`src/rtl/seg_cal_pkg.sv`:
```
package seg_cal_pkg;
    localparam int PRBS_W = 15;
    localparam int TAP_HI = 14;
    localparam int TAP_LO = 13;

    typedef enum logic {
        ST_TRACK = 1'b0,
        ST_HOLD  = 1'b1
    } cal_state_e;

    localparam logic [1:0] DIG_POS  = 2'b01;
    localparam logic [1:0] DIG_NEG  = 2'b11;
    localparam logic [1:0] DIG_ZERO = 2'b00;
endpackage

```
`src/rtl/seg_dither_prbs.sv`:
```
module seg_dither_prbs
    import seg_cal_pkg::*;
#(
    parameter logic [PRBS_W-1:0] SEED = 15'h4A5B
) (
    input  logic clk,
    input  logic rst_n,
    input  logic adv,
    output logic dither_bit
);
    logic [PRBS_W-1:0] sr_q;

    always_ff @(posedge clk or negedge rst_n) begin
        if (!rst_n)
            sr_q <= SEED;
        else if (adv)
            sr_q <= {sr_q[PRBS_W-2:0], sr_q[TAP_HI] ^ sr_q[TAP_LO]};
    end

    assign dither_bit = sr_q[TAP_HI];


    prbs_nonzero_chk: assert property (@(posedge clk) disable iff (!rst_n)
        sr_q != '0);

    prbs_hold_chk: assert property (@(posedge clk) disable iff (!rst_n)
        !adv |=> $stable(sr_q));
endmodule

```
`src/rtl/seg_correct.sv`:
```
module seg_correct
    import seg_cal_pkg::*;
#(
    parameter int OUT_W = 16,
    parameter int BE_W  = 14
) (
    input  logic [1:0]       digit,
    input  logic [OUT_W-1:0] est_int,
    input  logic [BE_W-1:0]  backend,
    output logic [OUT_W-1:0] corr
);
    localparam int SUM_W = OUT_W + 2;
    localparam logic signed [SUM_W-1:0] HI = {3'b000, {(OUT_W-1){1'b1}}};
    localparam logic signed [SUM_W-1:0] LO = {3'b111, {(OUT_W-1){1'b0}}};

    logic signed [SUM_W-1:0] est_ext, term, be_ext, sum;

    always_comb begin
        est_ext = {{2{est_int[OUT_W-1]}}, est_int};
        be_ext  = {{(SUM_W-BE_W){backend[BE_W-1]}}, backend};
        unique case (digit)
            DIG_POS: term = est_ext;
            DIG_NEG: term = -est_ext;
            default: term = '0;
        endcase
        sum = term + be_ext;
        if (sum > HI)
            corr = HI[OUT_W-1:0];
        else if (sum < LO)
            corr = LO[OUT_W-1:0];
        else
            corr = sum[OUT_W-1:0];
    end
endmodule

```
`src/rtl/seg_lms_update.sv`:
```
module seg_lms_update #(
    parameter int OUT_W = 16,
    parameter int GUARD = 8,
    parameter int MU_W  = 4
) (
    input  logic             clk,
    input  logic             rst_n,
    input  logic             upd_en,
    input  logic             t_pos,
    input  logic [OUT_W-1:0] corr,
    input  logic [MU_W-1:0]  mu_shift,
    output logic [OUT_W-1:0] est_int
);
    localparam int EST_W = OUT_W + GUARD;
    localparam int ACC_W = EST_W + 1;
    localparam logic signed [ACC_W-1:0] HI = {2'b00, {(EST_W-1){1'b1}}};
    localparam logic signed [ACC_W-1:0] LO = {2'b11, {(EST_W-1){1'b0}}};

    logic signed [EST_W-1:0] est_q, scaled, shifted, est_d;
    logic signed [ACC_W-1:0] step_ext, est_ext, nxt;

    always_comb begin
        scaled   = {corr, {GUARD{1'b0}}};
        shifted  = scaled >>> mu_shift;
        step_ext = {shifted[EST_W-1], shifted};
        est_ext  = {est_q[EST_W-1], est_q};
        nxt      = t_pos ? (est_ext + step_ext) : (est_ext - step_ext);
        if (nxt > HI)
            est_d = HI[EST_W-1:0];
        else if (nxt < LO)
            est_d = LO[EST_W-1:0];
        else
            est_d = nxt[EST_W-1:0];
    end

    always_ff @(posedge clk or negedge rst_n) begin
        if (!rst_n)
            est_q <= '0;
        else if (upd_en)
            est_q <= est_d;
    end

    assign est_int = est_q[EST_W-1:GUARD];


    up_no_wrap_chk: assert property (@(posedge clk) disable iff (!rst_n)
        (upd_en && t_pos && !corr[OUT_W-1]) |=> est_q >= $past(est_q));

    down_no_wrap_chk: assert property (@(posedge clk) disable iff (!rst_n)
        (upd_en && !t_pos && !corr[OUT_W-1]) |=> est_q <= $past(est_q));

    idle_stable_chk: assert property (@(posedge clk) disable iff (!rst_n)
        !upd_en |=> $stable(est_q));
endmodule

```
`src/rtl/seg_offset_lms.sv`:
```
module seg_offset_lms
    import seg_cal_pkg::*;
#(
    parameter int                OUT_W     = 16,
    parameter int                BE_W      = 14,
    parameter int                GUARD     = 8,
    parameter int                MU_W      = 4,
    parameter logic [PRBS_W-1:0] PRBS_SEED = 15'h4A5B
) (
    input  logic             clk,
    input  logic             rst_n,
    input  logic             smp_valid,
    input  logic [1:0]       stage_digit,
    input  logic [BE_W-1:0]  backend_code,
    input  logic [MU_W-1:0]  mu_shift,
    input  logic             freeze,
    output logic             dither_bit,
    output logic             corr_valid,
    output logic [OUT_W-1:0] corr_data,
    output logic [OUT_W-1:0] offset_est
);
    cal_state_e       state_q, state_d;
    logic             upd_en;
    logic [OUT_W-1:0] corr_now;

    always_ff @(posedge clk or negedge rst_n) begin
        if (!rst_n)
            state_q <= ST_TRACK;
        else
            state_q <= state_d;
    end

    always_comb begin
        unique case (state_q)
            ST_TRACK: state_d = freeze ? ST_HOLD : ST_TRACK;
            ST_HOLD:  state_d = freeze ? ST_HOLD : ST_TRACK;
        endcase
    end

    always_comb begin
        unique case (state_q)
            ST_TRACK: upd_en = smp_valid;
            ST_HOLD:  upd_en = 1'b0;
        endcase
    end

    seg_dither_prbs #(.SEED(PRBS_SEED)) u_prbs (
        .clk        (clk),
        .rst_n      (rst_n),
        .adv        (smp_valid),
        .dither_bit (dither_bit)
    );

    seg_correct #(.OUT_W(OUT_W), .BE_W(BE_W)) u_corr (
        .digit   (stage_digit),
        .est_int (offset_est),
        .backend (backend_code),
        .corr    (corr_now)
    );

    seg_lms_update #(.OUT_W(OUT_W), .GUARD(GUARD), .MU_W(MU_W)) u_lms (
        .clk      (clk),
        .rst_n    (rst_n),
        .upd_en   (upd_en),
        .t_pos    (dither_bit),
        .corr     (corr_now),
        .mu_shift (mu_shift),
        .est_int  (offset_est)
    );

    always_ff @(posedge clk or negedge rst_n) begin
        if (!rst_n) begin
            corr_valid <= 1'b0;
            corr_data  <= '0;
        end else begin
            corr_valid <= smp_valid;
            if (smp_valid)
                corr_data <= corr_now;
        end
    end


    digit_legal_chk: assert property (@(posedge clk) disable iff (!rst_n)
        smp_valid |-> stage_digit != 2'b10);

    valid_follow_chk: assert property (@(posedge clk) disable iff (!rst_n)
        smp_valid |=> corr_valid);

    valid_drop_chk: assert property (@(posedge clk) disable iff (!rst_n)
        !smp_valid |=> !corr_valid);

    hold_est_chk: assert property (@(posedge clk) disable iff (!rst_n)
        (state_q == ST_HOLD) |=> offset_est == $past(offset_est));

    freeze_on_chk: assert property (@(posedge clk) disable iff (!rst_n)
        freeze |=> state_q == ST_HOLD);
endmodule

```
`config.mk`:
```
export PLATFORM = sky130hd
export DESIGN_NAME = seg_offset_lms
export DESIGN_NICKNAME = d
export VERILOG_FILES = /design/src/rtl/seg_cal_pkg.sv /design/src/rtl/seg_dither_prbs.sv /design/src/rtl/seg_correct.sv /design/src/rtl/seg_lms_update.sv /design/src/rtl/seg_offset_lms.sv
export SDC_FILE = /design/constraint.sdc
export NUM_CORES = 1
export LEC_CHECK = 0
export BUFFER_PORTS_ARGS = -buffer_cell sky130_fd_sc_hd__buf_4
export CORE_ASPECT_RATIO = 0.75
export CORE_MARGIN = 2
export CORE_UTILIZATION = 58
export CTS_CLUSTER_SIZE = 8
export DETAILED_ROUTE_END_ITERATION = 10
export PLACE_DENSITY = 0.81
export SYNTH_ARGS = -nofsm -noshare
export SYNTH_HDL_FRONTEND = slang
export SYNTH_SLANG_ARGS = --single-unit
export TNS_END_PERCENT = 100
```
`constraint.sdc`:
```
create_clock -name clk -period 14.7 [get_ports clk]
set_input_delay 2.205 -clock clk [delete_from_list [all_inputs] [get_ports clk]]
set_output_delay 2.205 -clock clk [all_outputs]
set_load 0.01 [all_outputs]
```
After elaboration in Yosys (flattened, before gate mapping)
Cells that the tools add are included.
- register bits after elaboration: 57
- $add $sub $neg: 4
- $lt $le $gt $ge: 4
- equality and inequality tests: 2
- shift-type cells: 1
- muxes and demuxes: 8
- bitwise operators: 2
- operators by type and width (kind ; count):
    2-to-1 mux 24 bit ; 2
    case mux 18 bit (2 select lines) ; 1
    2-to-1 mux 16 bit ; 2
    adder 24 x 24 -> 25 bit ; 1
    > comparator 25 x 24 -> 1 bit, second input constant ; 1
    < comparator 25 x 24 -> 1 bit, second input constant ; 1
    2-to-1 mux 25 bit ; 1
    subtractor 24 x 24 -> 25 bit ; 1
    >>> shifter 24 x 4 -> 24 bit ; 1
    adder 18 x 14 -> 18 bit ; 1
    > comparator 18 x 16 -> 1 bit, second input constant ; 1
    < comparator 18 x 16 -> 1 bit, second input constant ; 1
    negation 16 -> 18 bit ; 1
    equality test 2 x 1 -> 1 bit, second input constant ; 1
    equality test 2 bit, second input constant ; 1
    case mux 1 bit (2 select lines) ; 1
    2-to-1 mux 1 bit ; 1
    NOT 1 bit ; 1
    XOR 1 bit ; 1

Longest topological paths before layout
Gate-level depths: netlist of run 1.
- word-level depth: 12
- gate-level depth with buffers: 42

Hierarchy
From an unflattened synthesis of run 1, not the netlist that was laid out.
- cells, all modules: 822
- area total of the unflattened synthesis: 7492.2 sq um
- by module, submodules not included (module ; times used ; cells an instance ; area an instance (sq um) ; sequential area each (sq um)):
    seg_lms_update ; 1 ; 527 ; 4636.9 ; 600.6
    seg_correct ; 1 ; 224 ; 1531.5 ; 0.0
    seg_offset_lms ; 1 ; 37 ; 701.9 ; 450.4
    seg_dither_prbs ; 1 ; 34 ; 621.8 ; 385.4

Worst setup path before layout of run 1
Ideal clock, no wire load.
- kind: input-to-reg
- start: input stage_digit[1]
- end: register u_lms.est_q[10]
- arrival: 9.617 ns
- data required time: 14.568 ns
- slack: 4.951 ns
- stages on the path: 33
- buffers on the path: 3
- cells stage by stage: clkbuf_1 > o41ai_1 > xnor2_1 > and2_1 > ha_1 > clkbuf_1 > o21ai_0 > nor2b_1 > o21bai_1 > or3b_2 > mux4_2 > mux2_2 > o311ai_0 > o221ai_1 > a2111oi_4 > nand3_2 > o21ai_0 > xnor2_1 > ha_1 > nand2_1 > nor2_1 > a21boi_0 > o31ai_1 > a211oi_1 > o31a_1 > a21oi_1 > o311ai_0 > nand2_1 > or4_4 > o311ai_4 > buf_6 > maj3_2 > o21ai_1
- cells in the longest elaborated chain, start to end: 12
- RTL lines (item ; RTL line ; text):
    from (decl) ; seg_offset_lms.sv:13 ; input logic [1:0] stage_digit,
    equality test 2 bit / equality test 2 x 1 -> 1 bit (equally long branches) ; seg_correct.sv:21 ; unique case (digit)
    case mux 18 bit (2 select lines) * ; seg_correct.sv:21 ;
    adder 18 x 14 -> 18 bit * ; seg_correct.sv:26 ; sum = term + be_ext;
    < comparator 18 x 16 -> 1 bit ; seg_correct.sv:29 ; else if (sum < LO)
    2-to-1 mux 16 bit ; seg_correct.sv:29 ;
    2-to-1 mux 16 bit * ; seg_correct.sv:27 ; if (sum > HI)
    >>> shifter 24 x 4 -> 24 bit * ; seg_lms_update.sv:24 ; shifted = scaled >>> mu_shift;
    subtractor 24 x 24 -> 25 bit / adder 24 x 24 -> 25 bit (equally long branches) ; seg_lms_update.sv:27 ; nxt = t_pos ? (est_ext + step_ext) : (est_ext - step_ext);
    2-to-1 mux 25 bit * ; seg_lms_update.sv:27 ;
    < comparator 25 x 24 -> 1 bit ; seg_lms_update.sv:30 ; else if (nxt < LO)
    2-to-1 mux 24 bit ; seg_lms_update.sv:30 ;
    2-to-1 mux 24 bit * ; seg_lms_update.sv:28 ; if (nxt > HI)
    to (signal assigned) ; seg_lms_update.sv:40 ; est_q <= est_d;
    to (decl) ; seg_lms_update.sv:19 ; logic signed [EST_W-1:0] est_q, scaled, shifted, est_d;
Every way passes the cells marked *; elsewhere a longest branch is shown, timed or not.
A chain may end at the register's enable or synchronous reset.

Worst setup path after layout of run 1
- start: input stage_digit[1]
- end: register u_lms.est_q[22]
Same word-level chain as after synthesis.

==> out/results.ini, run 1 <==
[run_status]
status = completed

[final_layout]
layout.nets = 1030
drive_above_1_share_pct = 17.0
antennaDiodeCount = 0
syn2layout_area_growth_pct = 8.07
nFillCells = 1143
post-route-util_pct = 63.5
regArea_um2 = 1440
multi_input_area_um2 = 5650

[global_route]
grt_pass1_vias = 6549
grt_max_degree = 58
antenna_found_initial = 0
grt_usage_pct = 30.1
overflow = 0
grt_pass1_wl_mm = 33.5

[timing]
finalSetupViolCount = 0
worst-slew-pin-transition_ns = 1.18
min_period_ns = 11.12
finalHoldViolCount = 0
min_period_over_period_pct = 75.6
slew_viol_final = 0
fmax_mhz = 90.0
rsz0062_at_grt = no
tns_ns = 0
slew_headroom_pct = 20.7
fin_worst_skew_ns = 0.0108

[critical_path]
cp.required_ns = 14.89
cp_slowest_cell = o311ai_0
cp_max_fo = 28
max_stage_delay_ns = 0.89
worstSetupPathType = in -> reg
cp-start-kind = input port
endpoint_kind = register
crit_arrival_ns = 11.31

[place]
gp_congestion = 1.07
portBuffers = 57
hpwl_mm = 15.6

[floorplanning]
initial_utilization_pct = 58.7
die-area_um2 = 14000
die_w_um = 136
fp.coreArea_um2 = 12900
die_h_um = 103
io_pins = 58
num_rows = 36

[synth]
yosys-top-cells-count = a21oi_1 (93), nand2_1 (83), nor2_1 (74), o21ai_0 (50), dfrtp_1 (49)
synth_ff_type = dfrtp_1
synth.avg_cell_area_um2 = 7.88
synthesis.area_um2 = 7560
synth.area.top_cells = dfrtp_1 (16%), ha_1 (7.3%), a21oi_1 (6.2%), xnor2_1 (5.0%), nand2_1 (4.1%)
synth_edf_count = 0
ys_ff_latch = 57
synth_most_common_cell = a21oi_1
yosysUniqueCellTypes = 91
synth_fp_nets = 1030
yosysSeqAreaShare_pct = 19.0
netlist.top_cell.by_area = dfrtp_1
synth_top_area_share_pct = 16.2
yosysWarnings = 0
syn_inst = 960
ys_async_sr_fraction_pct = 100

[clock_network]
clk_root_buffer_cell = clkbuf_16
cts-htree-levels = 3
cts_buffer_depth = 2
worstSkewPairLatency_ns = 0.33
clkSlewWorstSetupHoldPaths_ns = 0.05
cts_resized = 0
cts_made_buffers = 9
cts_setup_buffers = 0
cts_tree = done
cts.sinks = 57
holdBufCountCts = 0

[detailed_routing]
first_pass_iters = 7
first_iter_violations = 811
routed_wl_mm = 20.5
drc = 0
via_count = 7290
wl_per_cell_um = 18.1
ant_nets = 0
viasPerCell = 6.42

[worst_hold_path]
min_path_type = reg -> reg

[job]
maxCapViolCount = 0

[final timing paths]
kind | startpoint | cells past startpoint | endpoint | slack, ns
worst max-delay path | stage_digit[1] | 31 | u_lms.est_q[22]$_DFFE_PN0P_ | 3.58
worst min-delay path | u_prbs.sr_q[0]$_DFFE_PN1P_ | 2 | u_prbs.sr_q[0]$_DFFE_PN1P_ | 0.49
worst max register to register | u_lms.est_q[11]$_DFFE_PN0P_ | 32 | u_lms.est_q[22]$_DFFE_PN0P_ | 4.13
worst min register to register | u_prbs.sr_q[0]$_DFFE_PN1P_ | 2 | u_prbs.sr_q[0]$_DFFE_PN1P_ | 0.49
max in group asynchronous | rst_n | 1 | corr_data[12]$_DFFE_PN0P_ | 12.27
min in group asynchronous | rst_n | 1 | u_lms.est_q[23]$_DFFE_PN0P_ | 1.92
[worst max-delay path, delay by kind of cell]
family / cells / cell delay [ns]
buffers and inverters: 2 / 0.51
adders and majority gates: 2 / 0.74
and+or+nand+nor: 7 / 1.75
xor gates and xnor gates: 3 / 1.15
AOI/OAI and AO/OA: 17 / 4.91
[stage by stage]
step	std cells	hold slack [ns]	worst slack (ns)	cell area, µm²
after global placement	1120	0.469	3.64	7880
after global routing	1135	0.506	2.68	8170
after floorplan	960	0.456	4.95	7560
after detailed placement	1120	0.472	3.41	7880
final	1135	0.494	3.58	8170
after CTS	1135	0.496	3.75	8170
[registers in the layout (all words and copies together), names as in the netlist]
register,flops
state_q,1
u_lms.est_q,24
corr_valid,1
corr_data,16
u_prbs.sr_q,15
[cells in the final DEF, fill, tap and decap left out, types with 20 or more instances in the layout]
master	Yosys	routed
nor2_1	74	74
a21oi_1	93	93
ha_1	44	44
o21ai_0	50	50
inv_1	29	29
dfrtp_1	49	49
buf_4	16	61
xnor2_1	43	42
o21ai_1	20	20
mux2_2	23	23
xor2_1	23	23
nand2_1	83	83
[logic make-up (layout without fill, tap and decap cells)]
family,Yosys count,count (layout),share of synthesized area (%)
and+or+nand+nor,283,283,18.6
xor gates and xnor gates,69,69,8.44
DFF,57,57,19.0
AOI/OAI and AO/OA,347,347,31.5
muxes,37,37,5.77
adders and majority gates,64,64,10.4
buffers and inverters,103,107,6.35
[layout make-up]
class	count	area share, %
Tap cell	171	2.62
Clock inverter	5	0.689
Inverter	31	1.42
Timing Repair Buffer	61	5.60
Sequential cell	57	17.6
Clock buffer	10	2.92
Multi-Input combinational cell	800	69.2
[layer usage]
| layer | up-vias | routed length, µm | track usage [%] | share of wire [%] |
|---|---|---|---|---|
| met5 | - | 0 | 0 | 0 |
| met4 | 0 | 297 | 7.37 | 1.4 |
| met3 | 34 | 2050 | 7.47 | 10 |
| met2 | 362 | 8450 | 43.4 | 41 |
| met1 | 3346 | 9750 | 45.1 | 47 |
| li1 | 3548 | - | - | - |
Power of run 1 is not shown: default switching activity piles up to over one toggle a cycle in this logic, so the estimate is an artifact.
==> inputs of run 2 (changes only) <==
Settings changed: ABC_AREA set to 1, CORE_UTILIZATION 58 to 56, PLACE_DENSITY 0.81 to 0.83.
Clock period 14.7 ns to 9.3 ns, I/O delays scaled along.
==> out/results.ini, run 2 <==
[run_status]
status = completed

[detailed_routing]
ant_nets = 0  ; unchanged
drc = 0  ; unchanged
first_pass_iters = 6  ; -1
wl_per_cell_um = 14.2  ; -21%
viasPerCell = 5.51  ; -14%
first_iter_violations = 590  ; -27%
via_count = 6564  ; -10%
routed_wl_mm = 17.0  ; -17%

[synth]
synth_most_common_cell = nand2_1
netlist.top_cell.by_area = dfrtp_1
yosys-top-cells-count = nand2_1 (230), nand3_1 (110), inv_1 (100), nor2_1 (100), a21oi_1 (63)
synth.area.top_cells = dfrtp_1 (18%), nand2_1 (13%), ha_1 (8.2%), nand3_1 (8.2%), inv_1 (5.6%)
ys_ff_latch = 57  ; unchanged
synth_ff_type = dfrtp_1
synth_edf_count = 0  ; unchanged
synth_fp_nets = 1074  ; +4.3%
yosysSeqAreaShare_pct = 21.3  ; +2.4 points
synth.avg_cell_area_um2 = 6.70  ; -15%
synth_top_area_share_pct = 18.2  ; +2.0 points
syn_inst = 1004  ; +4.6%
ys_async_sr_fraction_pct = 100  ; unchanged
yosysWarnings = 0  ; unchanged
yosysUniqueCellTypes = 48  ; -47%
synthesis.area_um2 = 6730  ; -11%

[critical_path]
cp-start-kind = register
cp.required_ns = 9.55  ; -5.34 ns
crit_arrival_ns = 8.62  ; -2.69 ns
r2r-start = u_lms.est_q[9]$_DFFE_PN0P_
max_stage_delay_ns = 0.46  ; -0.43 ns
cp_slowest_cell = dfrtp_1
worstSetupPathType = reg -> reg
rrSetupSlack_ns = 0.93  ; -3.20 ns
ff2ff_path_depth = 56  ; +75%
rr_endpoint = u_lms.est_q[1]$_DFFE_PN0P_
endpoint_kind = register
crit_top_cell = nand2_1
cp_max_fo = 41  ; +46%

[final_layout]
design_area_um2 = 7370  ; -9.8%
final_cell_mix = nand2_1 (230), nand3_1 (110), inv_1 (100), nor2_1 (100), a21oi_1 (63)
largest_reg_flops = 24  ; unchanged
antennaDiodeCount = 0  ; unchanged
drive_above_1_share_pct = 16.0  ; -0.99 points
syn2layout_area_growth_pct = 9.58
max_flop_register = u_lms.est_q
top_regs = u_lms.est_q x24, corr_data x16, u_prbs.sr_q x15
layout.nets = 1095  ; +6.3%
layout_commonest_cell = nand2_1

[clock_network]
cts-htree-levels = 3  ; unchanged
worstSkewPairLatency_ns = 0.34  ; about the same
cts_tree = done
cts_buffer_depth = 2  ; unchanged
cts.sinks = 57  ; unchanged
cts_setup_buffers = 0  ; unchanged
clkSlewWorstSetupHoldPaths_ns = 0.06  ; about the same
cts_made_buffers = 9  ; unchanged
clk_root_buffer_cell = clkbuf_16
holdBufCountCts = 0  ; unchanged
cts_resized = 0  ; unchanged

[timing]
finalHoldViolCount = 0  ; unchanged
min_period_over_period_pct = 90.0
fmax_mhz = 119
rsz0062_at_grt = no
worst-slew-pin-transition_ns = 0.755  ; -0.428 ns
tns_ns = 0  ; unchanged
fin_worst_skew_ns = 0.0124  ; +0.00163 ns
slew_viol_final = 0  ; unchanged
slew_headroom_pct = 49.7  ; +29 points
min_period_ns = 8.37
finalSetupViolCount = 0  ; unchanged

[floorplanning]
initial_utilization_pct = 57.7  ; -0.98 points
die-area_um2 = 12900  ; -7.6%
die_h_um = 98.9  ; -3.9%
fp.coreArea_um2 = 11700  ; -9.5%
die_w_um = 131  ; -3.9%
io_pins = 58  ; unchanged
num_rows = 34  ; -5.6%

[global_route]
grt_pass1_vias = 5787  ; -12%
antenna_found_initial = 0  ; unchanged
grt_pass1_wl_mm = 28.0  ; -16%
grt_usage_pct = 26.9  ; -3.2 points
grt_max_degree = 58  ; unchanged
overflow = 0  ; unchanged

[place]
hpwl_mm = 12.9  ; -17%
portBuffers = 57  ; unchanged
dpl_cell_area_um2 = 7050  ; -10%
gp_congestion = 0.913  ; -15%

[worst_hold_path]
min_path_type = reg -> reg
worst_hold_path.endpoint = u_prbs.sr_q[1]$_DFFE_PN1P_
hold_start = u_prbs.sr_q[0]$_DFFE_PN1P_
hold_depth = 2  ; unchanged

[power]
p_leak_nw = 3.70
pwr_density_cell_nw_per_um2 = 413
max-vdd-ir-drop_v = 0.000308
pwr-share-seq_pct = 15.8
netSwitchingFraction_pct = 53.8
combPwrFrac_pct = 73.2
pwr-share-clk_pct = 11.0
internal-power_w = 0.00141
power_switching_w = 0.00164

[job]
maxCapViolCount = 0  ; unchanged

## run 2: routing by layer
metal | track usage, % | wire, µm | vias up | share of wire, %
li1 | - | - | 3327 | -
met1 | 39.9 | 8360 | 2989 | 49
met2 | 41.3 | 7340 | 232 | 43
met3 | 4.78 | 1090 | 16 | 6.4
met4 | 4.99 | 172 | 0 | 1.0
met5 | 0 | 0 | - | 0
## run 2: power groups by stage
stage	clock network, W	logic [W]	registers [W]
floorplan	0	0.00185	0.000456
finish	0.000333	0.00223	0.000482
CTS	0.000340	0.00220	0.000480
global route	0.000352	0.00248	0.000496
detailed placement	0	0.00218	0.000482
global placement	0	0.00214	0.000482
## run 2: cells by family after synthesis
family | Yosys count | synth area share, %
flops | 57 | 21.3
xor+xnor | 59 | 7.68
buf+inv | 152 | 10.5
fa+ha+maj | 46 | 8.78
compound gates | 170 | 16.0
simple gates | 520 | 35.7
## run 2: worst max path at each step
stage,start,endpoint,cells after the start
3_3_place_gp,stage_digit[0],u_lms.est_q[1]$_DFFE_PN0P_,50
3_5_place_dp,stage_digit[0],u_lms.est_q[1]$_DFFE_PN0P_,50
2_1_floorplan,stage_digit[1],u_lms.est_q[10]$_DFFE_PN0P_,53
4_1_cts,u_lms.est_q[9]$_DFFE_PN0P_,u_lms.est_q[1]$_DFFE_PN0P_,56
6_report,u_lms.est_q[9]$_DFFE_PN0P_,u_lms.est_q[1]$_DFFE_PN0P_,56
5_1_grt,u_lms.est_q[9]$_DFFE_PN0P_,u_lms.est_q[22]$_DFFE_PN0P_,58
## run 2: worst max-delay path: cells and delay by family, from the launching register on
| kind | cells | cell delay (ns) |
|---|---|---|
| compound gates | 13 | 2.34 |
| xor+xnor | 2 | 0.40 |
| fa+ha+maj | 4 | 1.10 |
| buf+inv | 7 | 0.51 |
| flops | 1 | 0.46 |
| simple gates | 30 | 3.46 |
## run 2: cell type report
| type | count | area, µm² |
|---|---|---|
| multi-input combinational | 795 | 4610 |
| tap | 162 | 203 |
| clock buffer | 11 | 243 |
| fill | 1091 | 4280 |
| sequential | 57 | 1440 |
| timing repair buffer | 59 | 443 |
| inverter | 103 | 387 |
| clock inverter | 5 | 55.1 |
## run 2: stage by stage
step	hold WS, ns	util, %	worst slack [ns]	power (W)	instances
finish	0.464	63.3	0.928	0.00304	1192
global route	0.477	63.3	0.0121	0.00333	1192
CTS	0.467	63.1	0.592	0.00302	1192
detailed placement	0.458	60.5	0.372	0.00267	1176
global placement	0.452	60.5	0.586	0.00262	1176
floorplan	0.444	-	2.04	0.00231	1004
No activity file was read; power rests on OpenSTA's default activity.
